### src/rtl/exc_pkg.sv
package exc_pkg;
  localparam int MODE_W = 5;
  localparam int NSLOT  = 8;
  localparam int SLOT_W = $clog2(NSLOT);

  // slot numbers equal vector offset / 4
  localparam logic [SLOT_W-1:0] SLOT_RST  = 3'd0;
  localparam logic [SLOT_W-1:0] SLOT_UND  = 3'd1;
  localparam logic [SLOT_W-1:0] SLOT_SWI  = 3'd2;
  localparam logic [SLOT_W-1:0] SLOT_PABT = 3'd3;
  localparam logic [SLOT_W-1:0] SLOT_DABT = 3'd4;
  localparam logic [SLOT_W-1:0] SLOT_RSVD = 3'd5;
  localparam logic [SLOT_W-1:0] SLOT_IRQ  = 3'd6;
  localparam logic [SLOT_W-1:0] SLOT_FIQ  = 3'd7;

  // index 0 is the highest priority
  localparam logic [SLOT_W-1:0] PRIO [NSLOT] = '{
    SLOT_RST, SLOT_DABT, SLOT_FIQ, SLOT_IRQ,
    SLOT_PABT, SLOT_UND, SLOT_SWI, SLOT_RSVD};

  localparam logic [MODE_W-1:0] MODE_USR = 5'b10000;
  localparam logic [MODE_W-1:0] MODE_FIQ = 5'b10001;
  localparam logic [MODE_W-1:0] MODE_IRQ = 5'b10010;
  localparam logic [MODE_W-1:0] MODE_SVC = 5'b10011;
  localparam logic [MODE_W-1:0] MODE_ABT = 5'b10111;
  localparam logic [MODE_W-1:0] MODE_UND = 5'b11011;
  localparam logic [MODE_W-1:0] MODE_SYS = 5'b11111;

  // status word bit positions
  localparam int BIT_T = 5;
  localparam int BIT_F = 6;
  localparam int BIT_I = 7;

  function automatic logic [MODE_W-1:0] slot_mode(input logic [SLOT_W-1:0] s);
    case (s)
      SLOT_UND:             slot_mode = MODE_UND;
      SLOT_PABT, SLOT_DABT: slot_mode = MODE_ABT;
      SLOT_IRQ:             slot_mode = MODE_IRQ;
      SLOT_FIQ:             slot_mode = MODE_FIQ;
      default:              slot_mode = MODE_SVC;
    endcase
  endfunction
endpackage

### src/rtl/exc_arb.sv
module exc_arb
  import exc_pkg::*;
(
  input  logic [NSLOT-1:0]  req,
  input  logic              irq_dis,
  input  logic              fiq_dis,
  output logic              hit,
  output logic [SLOT_W-1:0] win
);
  logic [NSLOT-1:0] eff;

  always_comb begin
    eff            = req;
    eff[SLOT_IRQ]  = req[SLOT_IRQ] & ~irq_dis;
    eff[SLOT_FIQ]  = req[SLOT_FIQ] & ~fiq_dis;
    eff[SLOT_RSVD] = 1'b0;
    hit = |eff;
    win = SLOT_RST;
    // walk from lowest to highest priority; the last hit wins
    for (int k = NSLOT - 1; k >= 0; k--) begin
      if (eff[PRIO[k]]) win = PRIO[k];
    end
  end
endmodule

### src/rtl/exc_entry_calc.sv
module exc_entry_calc
  import exc_pkg::*;
#(
  parameter int              XLEN    = 32,
  parameter logic [XLEN-1:0] HI_BASE = 32'hFFFF_0000
) (
  input  logic [SLOT_W-1:0] win,
  input  logic              hi_vec,
  input  logic [XLEN-1:0]   cur_psr,
  output logic [MODE_W-1:0] mode,
  output logic [XLEN-1:0]   psr_new,
  output logic [XLEN-1:0]   vec
);
  localparam int OFS_LSB = 2;

  logic [XLEN-1:0] base;
  logic [XLEN-1:0] ofs;

  always_comb begin
    mode = slot_mode(win);
    base = hi_vec ? HI_BASE : '0;
    ofs  = '0;
    ofs[OFS_LSB +: SLOT_W] = win;
    vec  = base + ofs;

    psr_new               = cur_psr;
    psr_new[MODE_W-1:0]   = mode;
    psr_new[BIT_T]        = 1'b0;
    psr_new[BIT_I]        = 1'b1;
    if (win == SLOT_RST || win == SLOT_FIQ) psr_new[BIT_F] = 1'b1;
  end
endmodule

### src/rtl/exc_entry_ctrl.sv
module exc_entry_ctrl
  import exc_pkg::*;
#(
  parameter int              XLEN    = 32,
  parameter logic [XLEN-1:0] HI_BASE = 32'hFFFF_0000
) (
  input  logic              clk,
  input  logic              rst_n,
  input  logic              req_rst,
  input  logic              req_und,
  input  logic              req_swi,
  input  logic              req_pabt,
  input  logic              req_dabt,
  input  logic              req_irq,
  input  logic              req_fiq,
  input  logic              ret_req,
  input  logic              hi_vec,
  input  logic [XLEN-1:0]   cur_psr,
  input  logic [XLEN-1:0]   cur_pc,
  input  logic [XLEN-1:0]   saved_psr,
  input  logic [XLEN-1:0]   saved_lr,
  output logic              ent_vld,
  output logic              ret_vld,
  output logic [MODE_W-1:0] tgt_mode,
  output logic [XLEN-1:0]   spsr_wr,
  output logic [XLEN-1:0]   psr_nxt,
  output logic [XLEN-1:0]   lr_wr,
  output logic [XLEN-1:0]   pc_nxt
);
  logic [NSLOT-1:0]  req_vec;
  logic              hit;
  logic [SLOT_W-1:0] win;
  logic [MODE_W-1:0] calc_mode;
  logic [XLEN-1:0]   calc_psr;
  logic [XLEN-1:0]   calc_vec;

  always_comb begin
    req_vec            = '0;
    req_vec[SLOT_RST]  = req_rst;
    req_vec[SLOT_UND]  = req_und;
    req_vec[SLOT_SWI]  = req_swi;
    req_vec[SLOT_PABT] = req_pabt;
    req_vec[SLOT_DABT] = req_dabt;
    req_vec[SLOT_IRQ]  = req_irq;
    req_vec[SLOT_FIQ]  = req_fiq;
  end

  exc_arb u_arb (
    .req     (req_vec),
    .irq_dis (cur_psr[BIT_I]),
    .fiq_dis (cur_psr[BIT_F]),
    .hit     (hit),
    .win     (win)
  );

  exc_entry_calc #(.XLEN(XLEN), .HI_BASE(HI_BASE)) u_calc (
    .win     (win),
    .hi_vec  (hi_vec),
    .cur_psr (cur_psr),
    .mode    (calc_mode),
    .psr_new (calc_psr),
    .vec     (calc_vec)
  );

  // next-state
  logic              ent_d, ret_d, ld_en;
  logic [MODE_W-1:0] mode_d;
  logic [XLEN-1:0]   spsr_d, psr_d, lr_d, pc_d;

  always_comb begin
    ent_d  = hit;
    ret_d  = ret_req & ~hit;
    ld_en  = ent_d | ret_d;
    mode_d = calc_mode;
    spsr_d = cur_psr;
    lr_d   = cur_pc;
    psr_d  = hit ? calc_psr : saved_psr;
    pc_d   = hit ? calc_vec : saved_lr;
    if (!hit) mode_d = saved_psr[MODE_W-1:0];
  end

  // registers
  always_ff @(posedge clk or negedge rst_n) begin
    if (!rst_n) begin
      ent_vld <= 1'b0;
      ret_vld <= 1'b0;
    end else begin
      ent_vld <= ent_d;
      ret_vld <= ret_d;
    end
  end

  always_ff @(posedge clk or negedge rst_n) begin
    if (!rst_n) begin
      tgt_mode <= MODE_SVC;
      spsr_wr  <= '0;
      psr_nxt  <= '0;
      lr_wr    <= '0;
      pc_nxt   <= '0;
    end else if (ld_en) begin
      tgt_mode <= mode_d;
      spsr_wr  <= spsr_d;
      psr_nxt  <= psr_d;
      lr_wr    <= lr_d;
      pc_nxt   <= pc_d;
    end
  end

  // checks
  p_excl_r9: assert property (@(posedge clk) disable iff (!rst_n)
    !(ent_vld && ret_vld));
  p_align_r1: assert property (@(posedge clk) disable iff (!rst_n)
    ent_vld |-> (pc_nxt[1:0] == 2'b00 && pc_nxt[4:2] != 3'd5));
  p_state_bits_r4: assert property (@(posedge clk) disable iff (!rst_n)
    ent_vld |-> (!psr_nxt[BIT_T] && psr_nxt[BIT_I] && psr_nxt[MODE_W-1:0] == tgt_mode));
  p_spsr_copy_r3: assert property (@(posedge clk) disable iff (!rst_n)
    ent_d |=> (spsr_wr == $past(cur_psr) && lr_wr == $past(cur_pc)));
  p_irq_mask_r8: assert property (@(posedge clk) disable iff (!rst_n)
    (ent_d && win == SLOT_IRQ) |-> !cur_psr[BIT_I]);
  p_fiq_mask_r8: assert property (@(posedge clk) disable iff (!rst_n)
    (ent_d && win == SLOT_FIQ) |-> !cur_psr[BIT_F]);
  p_restore_r7: assert property (@(posedge clk) disable iff (!rst_n)
    ret_d |=> (ret_vld && psr_nxt == $past(saved_psr) && pc_nxt == $past(saved_lr)));
  p_reset_first_r6: assert property (@(posedge clk) disable iff (!rst_n)
    req_rst |=> (ent_vld && tgt_mode == MODE_SVC && pc_nxt[4:0] == 5'd0));
endmodule

### config.mk
export PLATFORM = sky130hd
export DESIGN_NAME = exc_entry_ctrl
export DESIGN_NICKNAME = d
export VERILOG_FILES = /design/src/rtl/exc_pkg.sv /design/src/rtl/exc_arb.sv /design/src/rtl/exc_entry_calc.sv /design/src/rtl/exc_entry_ctrl.sv
export SDC_FILE = /design/constraint.sdc
export NUM_CORES = 1
export LEC_CHECK = 0
export BUFFER_PORTS_ARGS = -buffer_cell sky130_fd_sc_hd__buf_4
export CAP_MARGIN = 20
export CORE_UTILIZATION = 42
export CTS_BUF_LIST = sky130_fd_sc_hd__clkbuf_8 sky130_fd_sc_hd__clkbuf_16
export DETAILED_ROUTE_END_ITERATION = 12
export PLACE_DENSITY_LB_ADDON = 0.2
export REMOVE_ABC_BUFFERS = 1
export SETUP_SLACK_MARGIN = 0.1
export SLEW_MARGIN = 20
export SYNTH_ARGS = -nofsm -noshare
export SYNTH_HDL_FRONTEND = slang
export SYNTH_SLANG_ARGS = --single-unit
### constraint.sdc
create_clock -name clk -period 1.8 [get_ports clk]
set_clock_uncertainty 0.1 [all_clocks]
set_input_delay 0.36 -clock clk [delete_from_list [all_inputs] [get_ports clk]]
set_output_delay 0.36 -clock clk [all_outputs]
set_load 0.05 [all_outputs]
==> flow_summary_export.csv <==
group,metric,value,unit
timing,hold_viol,0,
power,p_clk_share,39.6,%
place,numPortBuffers,273,
grt,grt_pass1_vias,4672,
cells_and_area,final_nets,846,
floorplan,pin_count,274,
place,gp_congestion,0.8614,
clock_tree,clkLatencyLatePin,0.40,ns
timing,holdWs,0.06700,ns
synth,yosysUniqueCellTypes,31,
clock_tree,path_clk_slew,0.05,ns
route,final_antenna_net_count,0,
cells_and_area,n_antenna_cell,0,
grt,grt_use_total,22.17,%
synth,synth_area_per_cell,13.52,um^2
worst_setup_path,r2r_cells,3,
power,leakagePower,4.472,nW
clock_tree,cts_buffers,17,
worst_hold_path,hold_class,"in2reg",
worst_setup_path,cpPeakStageDelay,0.54,ns
grt,antenna_found_initial,0,
floorplan,initial_core_util,43.75,%
timing,slew_headroom,59.15,%
worst_setup_path,required,1.34,ns
synth,yosys_warnings,0,
route,route.detailed.drc,0,
cells_and_area,mostFrequentLayoutCells,"buf_4 (291), dfrtp_1 (130), mux2i_1 (59)",
synth,synth_mux_area_share,26.12,%
timing,setup_viol,0,
synth,synth_seq_area_share,59.39,%
floorplan,die_y,117.6,um
clock_tree,clockBufferDepth,2,
timing,rsz0062_at_grt,"false",
route,dr.pass1.iters,4,
synth,synth_top_area_share,57.98,%
floorplan,die_area,13820,um^2
grt,grt_max_degree,55,
synth,synthArstFlopShare,100.0,%
power,ir_worst_vdd,0.5484,mV
power,p_sw_share,27.62,%
synth,synth_xor_area_share,0,%
worst_setup_path,start_kind,"flip-flop",
cells_and_area,seq_area,3332,um^2
power,p_total,7.764,mW
timing,fin_setup_tns,0,ns
cells_and_area,areaGrowthSynthToFinish,52.88,%
worst_setup_path,path_cells,"buf_4",
power,p_sw,2.144,mW
worst_setup_path,end_kind,"primary output",
route,via_count,4291,
place,post-place-ws,-0.3211,ns
floorplan,core_region_area,12820,um^2
route,drt_iter0_markers,176,
timing,worst_pin_slew,0.6121,ns
cells_and_area,instances_no_fill,892,
worst_setup_path,crit_family,"flip-flops",
timing,fin_crit_sh,88.77,%
synth,ys_ff_latch,133,
timing,period_needed,1.598,ns
run,max_cap_viol_count,0,
worst_setup_path,cp_max_fo,2,
worst_hold_path,min_delay_path_depth,3,
power,p_per_area,905.2,nW/um^2
worst_setup_path,crit_type,"reg2out",
synth,synth_ff_type,"dfrtp_1",
floorplan,rows,41,
clock_tree,root_buffer,"clkbuf_16",
timing,fmax,625.8,MHz
clock_tree,cts_sinks,133,
synth,synth.largest_area_cell,"dfrtp_1",
timing,slew_viol_final,0,
worst_setup_path,slowest_stage,"dfstp_2",
synth,synth-compound-area-share,5.821,%
route,detail_route.wl_per_cell,16.30,um
synth,synth_area_leaders,"dfrtp_1 (58%), mux2i_1 (11%), mux2_4 (10%)",
power,intPower,5.619,mW
place,dp_cells,859,
synth,synth_top_family_by_area,"multiplexers",
worst_setup_path,crit_cells,1,
clock_tree,htree_levels,4,
grt,grt_overflow_total,0,
cells_and_area,drive_above_1_share,55.56,%
power,seqPwrFrac,41.5,%
power,combPwrFrac,18.9,%
synth,yosys.area_share.simple,5.285,%
cells_and_area,multi_input_area,2091,um^2
cells_and_area,layout_commonest_cell,"buf_4",
place,hpwl,10930,um
route,postRouteWirelength,14540,um
cells_and_area,fin_util,66.88,%
route,via_per_inst,4.811,
clock_tree,cts_tree,"built",
cells_and_area,final_cell_area,8577,um^2
grt,grt_pass1_wl,23920,um
place,placed_area,8023,um^2
cells_and_area,nFillCells,992,
worst_setup_path,crit_buf_inv,1,
synth,synthAdderAreaFrac,0,%
worst_setup_path,arrival,1.14,ns
floorplan,die_w,117.6,um
synth,syn_area,5610,um^2
synth,synth_edf_count,0,
synth,synth_cells,415,
timing,worst_slack,0.2021,ns
status,outcome,"finished, final reports clean",
per-layer routing:
layer	routed length, um	up-vias	part of all wire [%]	GRT usage, %
met5	0	-	0	0
met4	435	0	3.0	10.02
met3	1112	35	7.6	7.171
met2	6941	196	48	36.65
met1	6055	2032	42	26.33
li1	-	2028	-	-
final cells by class:
| type | count | share of cell area [%] |
|---|---|---|
| tap | 172 | 2.509 |
| clock inverter | 11 | 0.7148 |
| timing repair buffer | 301 | 27.69 |
| inverter | 6 | 0.2626 |
| sequential | 133 | 38.85 |
| multi-input combinational | 248 | 24.38 |
| clock buffer | 21 | 5.602 |
worst register-to-register path: cells and delay by family (launching register included):
kind	cells	cell delay [ns]
AOI/OAI and AO/OA	1	0.40
DFF	1	0.37
muxes	1	0.27
and+or+nand+nor	1	0.08
Yosys cell counts (2+ instances only):
library cell / number
mux2_4: 38
dfrtp_1: 130
buf_2: 11
buf_1: 3
clkbuf_1: 6
buf_6: 5
nor2b_1: 3
a21oi_1: 19
mux2i_1: 59
dfstp_2: 3
o21ai_0: 30
nand2b_1: 5
nand2_1: 29
mux2_2: 27
a31oi_1: 3
a211oi_1: 2
buf_4: 3
and2_1: 2
nor2_1: 20
inv_1: 6
sequential cells by signal, summed over array words and instances (netlist names):
name,cells
lr_wr,32
pc_nxt,32
spsr_wr,32
psr_nxt,30
tgt_mode,5
ent_vld,1
ret_vld,1
power groups by stage:
| stage | combinational, mW | sequential (mW) | clock [mW] |
|---|---|---|---|
| after floorplan | 0.253 | 3.78 | 0 |
| after global placement | 1.46 | 3.26 | 0 |
| after detailed placement | 1.48 | 3.27 | 0 |
| after CTS | 1.48 | 3.22 | 3.15 |
| after global routing | 1.55 | 3.24 | 3.29 |
| final | 1.47 | 3.22 | 3.07 |
kinds of logic (layout without fill, tap and decap cells):
| kind of cell | count (synthesis) | in the layout |
|---|---|---|
| buf+inv | 34 | 339 |
| compound gates | 60 | 60 |
| simple gates | 64 | 64 |
| flops | 133 | 133 |
| mux | 124 | 124 |
timing repair:
item,in CTS,in global routing
hold buffers,1,0
setup buffers,0,0
setup endpoints to repair,0,16
gates resized for setup,0,1
endpoints found under the hold margin,25,0
worst paths after layout:
| check | start | to | slack [ns] |
|---|---|---|---|
| min in group asynchronous | rst_n | tgt_mode[2] | 0.36 |
| max in group asynchronous | rst_n | psr_nxt[30] | 0.65 |
| hold / removal | cur_psr[15] | psr_nxt[15] | 0.07 |
| hold reg to reg | tgt_mode[0] | tgt_mode[0] | 0.38 |
| setup / recovery | tgt_mode[1] | tgt_mode[1] | 0.20 |
| setup reg to reg | pc_nxt[4] | pc_nxt[4] | 0.46 |
No activity file was read; power rests on OpenSTA's default activity.
